$ cat config.mk
export PLATFORM = sky130hd
export DESIGN_NAME = irq_unit
export DESIGN_NICKNAME = d
export VERILOG_FILES = /design/src/rtl/irq_unit_pkg.sv /design/src/rtl/irq_evt_bank.sv /design/src/rtl/irq_lvl_cmp.sv /design/src/rtl/irq_en_ctl.sv /design/src/rtl/irq_unit.sv
export SDC_FILE = /design/constraint.sdc
export NUM_CORES = 1
export LEC_CHECK = 0
export BUFFER_PORTS_ARGS = -buffer_cell sky130_fd_sc_hd__buf_2
export CORE_MARGIN = 2
export CORE_UTILIZATION = 35
export CTS_BUF_LIST = sky130_fd_sc_hd__clkbuf_16
export DETAILED_ROUTE_END_ITERATION = 8
export SLEW_MARGIN = 20
export SYNTH_ARGS = -nofsm -noshare
export SYNTH_HDL_FRONTEND = slang
export SYNTH_SLANG_ARGS = --single-unit
$ cat constraint.sdc
create_clock -name clk -period 1.8 [get_ports clk]
set_input_delay 0.18 -clock clk [delete_from_list [all_inputs] [get_ports clk]]
set_output_delay 0.18 -clock clk [all_outputs]
set_load 0.01 [all_outputs]
$ cat src/rtl/irq_unit_pkg.sv
package irq_unit_pkg;
  localparam int NUM_SRC = 12;

  localparam int B_RXUNDER = 0;
  localparam int B_RXOVER  = 1;
  localparam int B_RXTHR   = 2;
  localparam int B_TXOVER  = 3;
  localparam int B_TXLOW   = 4;
  localparam int B_RDREQ   = 5;
  localparam int B_ABORT   = 6;
  localparam int B_RXDONE  = 7;
  localparam int B_ACT     = 8;
  localparam int B_STOP    = 9;
  localparam int B_START   = 10;
  localparam int B_GCALL   = 11;

  localparam logic [NUM_SRC-1:0] STICKY_MASK =
    ~((NUM_SRC'(1) << B_RXTHR) | (NUM_SRC'(1) << B_TXLOW));

  localparam int A_MASK   = 'h00;
  localparam int A_RAW    = 'h01;
  localparam int A_PEND   = 'h02;
  localparam int A_RXTHR  = 'h03;
  localparam int A_TXTHR  = 'h04;
  localparam int A_ENREQ  = 'h05;
  localparam int A_ENSTAT = 'h06;
  localparam int A_ABSRC  = 'h07;
  localparam int A_CLRALL = 'h08;
  localparam int A_CLRBASE = 'h10;

  function automatic logic rx_above(input int unsigned lvl, input int unsigned thr);
    return lvl > thr;
  endfunction

  function automatic logic tx_at_or_below(input int unsigned lvl, input int unsigned thr);
    return lvl <= thr;
  endfunction
endpackage

$ cat src/rtl/irq_evt_bank.sv
module irq_evt_bank #(
  parameter int N = 12,
  parameter logic [N-1:0] KEEP = '1
) (
  input  logic         clk,
  input  logic         rst_n,
  input  logic [N-1:0] set_pulse,
  input  logic [N-1:0] clr_vec,
  output logic [N-1:0] flags
);
  for (genvar i = 0; i < N; i++) begin : g_bit
    if (KEEP[i]) begin : g_sticky
      always_ff @(posedge clk or negedge rst_n) begin
        if (!rst_n) flags[i] <= 1'b0;
        else        flags[i] <= set_pulse[i] | (flags[i] & ~clr_vec[i]);
      end
    end else begin : g_none
      assign flags[i] = 1'b0;
    end
  end
endmodule

$ cat src/rtl/irq_lvl_cmp.sv
module irq_lvl_cmp
  import irq_unit_pkg::*;
#(
  parameter int LVL_W = 5
) (
  input  logic [LVL_W-1:0] tx_level,
  input  logic [LVL_W-1:0] rx_level,
  input  logic [LVL_W-1:0] tx_thr,
  input  logic [LVL_W-1:0] rx_thr,
  output logic             tx_low,
  output logic             rx_hit
);
  assign tx_low = tx_at_or_below(int'(tx_level), int'(tx_thr));
  assign rx_hit = rx_above(int'(rx_level), int'(rx_thr));
endmodule

$ cat src/rtl/irq_en_ctl.sv
module irq_en_ctl (
  input  logic clk,
  input  logic rst_n,
  input  logic en_req,
  input  logic busy,
  output logic en_state
);
  always_ff @(posedge clk or negedge rst_n) begin
    if (!rst_n)       en_state <= 1'b0;
    else if (en_req)  en_state <= 1'b1;
    else if (!busy)   en_state <= 1'b0;
  end
endmodule

$ cat src/rtl/irq_unit.sv
module irq_unit
  import irq_unit_pkg::*;
#(
  parameter int AW     = 5,
  parameter int DW     = 16,
  parameter int LVL_W  = 5,
  parameter int ABRT_W = 8
) (
  input  logic              clk,
  input  logic              rst_n,
  input  logic              reg_wr,
  input  logic              reg_rd,
  input  logic [AW-1:0]     reg_addr,
  input  logic [DW-1:0]     reg_wdata,
  output logic [DW-1:0]     reg_rdata,
  input  logic [11:0]       evt_pulse,
  input  logic [ABRT_W-1:0] abort_cause,
  input  logic [LVL_W-1:0]  tx_level,
  input  logic [LVL_W-1:0]  rx_level,
  input  logic              master_busy,
  output logic              irq,
  output logic              en_active
);
  logic [NUM_SRC-1:0] mask_q, sticky, status_vec, pend_vec, clr_vec, sel_one;
  logic [LVL_W-1:0]   tx_thr_q, rx_thr_q;
  logic [ABRT_W-1:0]  abort_src;
  logic               en_req_q, en_state, tx_low, rx_hit;
  logic               rd_clr_all, rd_clr_one;
  logic               unused_wdata;

  assign unused_wdata = ^reg_wdata;

  // register writes
  always_ff @(posedge clk or negedge rst_n) begin
    if (!rst_n) begin
      mask_q   <= '0;
      tx_thr_q <= '0;
      rx_thr_q <= '0;
      en_req_q <= 1'b0;
    end else if (reg_wr) begin
      case (int'(reg_addr))
        A_MASK:  mask_q   <= reg_wdata[NUM_SRC-1:0];
        A_RXTHR: rx_thr_q <= reg_wdata[LVL_W-1:0];
        A_TXTHR: tx_thr_q <= reg_wdata[LVL_W-1:0];
        A_ENREQ: en_req_q <= reg_wdata[0];
        default: ;
      endcase
    end
  end

  // clear-on-read decode
  assign rd_clr_all = reg_rd && (int'(reg_addr) == A_CLRALL);
  assign rd_clr_one = reg_rd && ((int'(reg_addr) & A_CLRBASE) != 0);
  assign sel_one    = NUM_SRC'(1) << reg_addr[3:0];
  assign clr_vec    = STICKY_MASK & ({NUM_SRC{rd_clr_all}} | (rd_clr_one ? sel_one : '0));

  irq_evt_bank #(.N(NUM_SRC), .KEEP(STICKY_MASK)) u_bank (
    .clk       (clk),
    .rst_n     (rst_n),
    .set_pulse (evt_pulse),
    .clr_vec   (clr_vec),
    .flags     (sticky)
  );

  irq_lvl_cmp #(.LVL_W(LVL_W)) u_cmp (
    .tx_level (tx_level),
    .rx_level (rx_level),
    .tx_thr   (tx_thr_q),
    .rx_thr   (rx_thr_q),
    .tx_low   (tx_low),
    .rx_hit   (rx_hit)
  );

  irq_en_ctl u_en (
    .clk      (clk),
    .rst_n    (rst_n),
    .en_req   (en_req_q),
    .busy     (master_busy),
    .en_state (en_state)
  );

  // abort cause accumulates; a new abort wins over a clear in the same cycle
  always_ff @(posedge clk or negedge rst_n) begin
    if (!rst_n) abort_src <= '0;
    else if (evt_pulse[B_ABORT])
      abort_src <= (clr_vec[B_ABORT] ? '0 : abort_src) | abort_cause;
    else if (clr_vec[B_ABORT])
      abort_src <= '0;
  end

  always_comb begin
    status_vec = sticky;
    status_vec[B_TXLOW] = tx_low;
    status_vec[B_RXTHR] = rx_hit;
  end

  assign pend_vec  = status_vec & mask_q;
  assign irq       = |pend_vec;
  assign en_active = en_state;

  always_comb begin
    reg_rdata = '0;
    if (rd_clr_one) reg_rdata = DW'(|(sticky & sel_one));
    else begin
      case (int'(reg_addr))
        A_MASK:   reg_rdata = DW'(mask_q);
        A_RAW:    reg_rdata = DW'(status_vec);
        A_PEND:   reg_rdata = DW'(pend_vec);
        A_RXTHR:  reg_rdata = DW'(rx_thr_q);
        A_TXTHR:  reg_rdata = DW'(tx_thr_q);
        A_ENREQ:  reg_rdata = DW'(en_req_q);
        A_ENSTAT: reg_rdata = DW'(en_state);
        A_ABSRC:  reg_rdata = DW'(abort_src);
        A_CLRALL: reg_rdata = DW'(sticky);
        default:  reg_rdata = '0;
      endcase
    end
  end
endmodule

==> reports/metrics.yaml <==
clk_pin_slew_ns: 0.06
track_usage: 0.1781
worstSetupStartpointType: "flip-flop"
cpMaxStageDelayCell: "dfrtp_1"
cts-buffers-inserted: 5
core_area_um2: 7292
synth_flop_cell: "dfrtp_1"
critPathMaxStageDelay_ns: 0.36
violations: "setup timing"
yosysTopAreaCell: "dfrtp_1"
cts_buffer_depth: 2
layout_commonest_cell: "buf_2"
routabilityCongestion: 0.8783
io-pin-count: 74
grt_pass1_vias: 2298
syn_inst: 260
placed_area_um2: 3156
synthArstFlopShare: 1.000
first_iter_violations: 93
peakVddDrop_uv: 477.0
regArea_um2: 1051
r2r_end: "rx_thr_q[4]$_DFFE_PN0P_"
drc: 0
post-route-cell-area_um2: 3552
reg2reg_slack_ns: 0.89
synth_edf_count: 0
wl_per_cell_um: 16.08
leakage_nw: 1.740
dieHeight_um: 90.98
end_kind: "primary output"
synth_area_um2: 2648
antenna_found_initial: 0
synth-seq-cells: 42
path_max_fanout: 3
rsz0062_at_grt: "yes"
start_util: 0.3631
drive_above_1_share: 0.4511
die_area_um2: 8276
rows: 31
whs_ns: 0.07371
grt-ovfl-total: 0
dr.pass1.iters: 4
worstSetupPathType: "flip-flop to primary output"
period_needed_ns: 1.938
crit_path_end: "reg_rdata[2]"
viasPerCell: 5.237
ys_seq_area_frac: 0.3970
timing.final.crit_share: 1.077
clkSinkCount: 42
synth_area_leaders: "dfrtp_1 (40%), mux2_4 (5.7%), mux2_2 (5.5%)"
place.port_buffers: 63
cts_root_buffer: "clkbuf_16"
fp.dieW_um: 90.98
n_fill_cell: 720
diodes: 0
worstSetupStartpoint: "rx_thr_q[3]$_DFFE_PN0P_"
grt_max_degree: 27
grt_pass1_wl_um: 11690
power_per_cell_area_nw_per_um2: 840.9
htree_levels: 2
syn_area_per_cell_um2: 10.18
utilization: 0.4871
worstHoldPathType: "input port to flip-flop"
syn2layout_area_growth_pct: 34.17
antenna_left: 0
setup_tns_ns: -0.4844
yosysTopAreaCellShare: 0.3970
setup_slack_ns: -0.1384
multiInputGateArea_um2: 1597
mostFrequentLayoutCells: "buf_2 (63), dfrtp_1 (42), buf_4 (27)"
synth.distinct_cells: 52
dp_hpwl_um: 5431
skew_ns: 0.0009415
clk_latency_ns: 0.28
vias: 2341
status: "finished with violations"
final_nets: 413
r2r_cells: 2
hold_viol: 0
cap_viol_max_count: 0
rr_startpoint: "rx_thr_q[4]$_DFFE_PN0P_"
worstPathArrival_ns: 1.76
critPathRequiredTime_ns: 1.62
yosys_warnings: 0
slew_violations: 0
total_power_mw: 2.987
crit_path_cell_trace: "inv_2 -> ha_4 -> nand4_1 -> nor2_1 -> o32ai_2 -> o211ai_1 -> buf_2"
wirelength_um: 7187
setup_violations: 4
max_freq_mhz: 515.9
cts_tree: "done"
==> layout make-up <==
type,count,share of cell area
sequential,42,0.2959
timing repair buffer,92,0.1543
clock inverter,3,0.01233
clock buffer,5,0.03522
multi-input combinational,189,0.4495
tap,99,0.03487
inverter,17,0.01796
==> timing repair <==
action                                  4_1_cts  5_1_grt
setup buffers                                 8        1
pin swaps                                    13        3
hold buffers                                  1        0
hold endpoints to repair                     16        0
endpoints found under the setup margin        4        6
gates cloned                                  0        0
gates resized for setup                      24        5
==> critical path: cells and delay by family (launching register included) <==
family | cells | cell delay (ns)
compound gates | 2 | 0.32
flops | 1 | 0.36
simple gates | 2 | 0.29
buf+inv | 2 | 0.23
fa+ha+maj | 1 | 0.27
==> how the worst min path moves through the flow <==
stage | start | to | slack [ns] | cells after the start
2_1_floorplan | rst_n | abort_src[0]$_DFF_PN0_ | -0.12 | 0
3_3_place_gp | rst_n | u_en.en_state$_DFFE_PN0P_ | 0.15 | 1
3_5_place_dp | rst_n | u_en.en_state$_DFFE_PN0P_ | 0.14 | 1
4_1_cts | evt_pulse[0] | u_bank.flags[0]$_DFF_PN0_ | 0.07 | 2
5_1_grt | evt_pulse[0] | u_bank.flags[0]$_DFF_PN0_ | 0.08 | 2
6_report | evt_pulse[0] | u_bank.flags[0]$_DFF_PN0_ | 0.07 | 2
==> metal layers <==
| layer | global-route usage | vias to the layer above | wire length, µm |
|---|---|---|---|
| met5 | 0 | - | 0 |
| met4 | 0.04924 | 0 | 72 |
| met3 | 0.03154 | 5 | 331 |
| met2 | 0.2790 | 57 | 3405 |
| met1 | 0.2534 | 1153 | 3378 |
| li1 | - | 1126 | - |
==> cells by family (layout without fill, tap and decap cells) <==
kind of cell | count (synthesis) | count (layout) | synth area share
AOI/OAI and AO/OA | 76 | 76 | 0.2037
and+or+nand+nor | 72 | 72 | 0.1635
DFF | 42 | 42 | 0.3970
buffers and inverters | 32 | 117 | 0.06096
muxes | 25 | 25 | 0.1196
adders and majority gates | 10 | 10 | 0.04726
xor gates and xnor gates | 2 | 2 | 0.006617
other | 1 | 4 | 0.001416
==> stage by stage <==
stage          instances  setup WS (ns)
2_1_floorplan        263         0.2350
3_3_place_gp         429       -0.07899
5_1_grt              447        -0.2078
3_5_place_dp         429       -0.07845
6_report             447        -0.1384
4_1_cts              446        -0.1222
==> Yosys cell counts, types with 2 or more instances <==
master	count
o21ai_1	4
mux2i_1	2
nand3b_1	4
ha_1	10
a22o_1	11
o31ai_1	2
nand3_1	10
buf_4	5
nor2b_1	3
a21oi_1	8
nand2_1	17
mux2_2	13
o21bai_1	6
nand2b_1	3
buf_6	2
inv_1	17
buf_2	6
nand4_1	2
a21o_1	8
mux2_4	10
nor2_1	4
o211ai_1	3
xnor2_1	2
dfrtp_1	42
and2_1	4
o21ai_0	13
nand2_2	2
and3_1	11
a22oi_1	13
==> sequential cells by signal, summed over array words and instances, names as in the netlist <==
name / flops
mask_q: 12
u_bank.flags: 10
abort_src: 8
rx_thr_q: 5
tx_thr_q: 5
en_req_q: 1
u_en.en_state: 1
==> report_power, final <==
group	total, mW	switching (mW)	leakage (nW)	internal (mW)
clock	1.03	0.377	0.0842	0.657
sequential	1.19	0.120	0.470	1.07
combinational	0.764	0.344	1.19	0.420
total	2.99	0.841	1.74	2.15
Power figures use the tool's default switching activity.
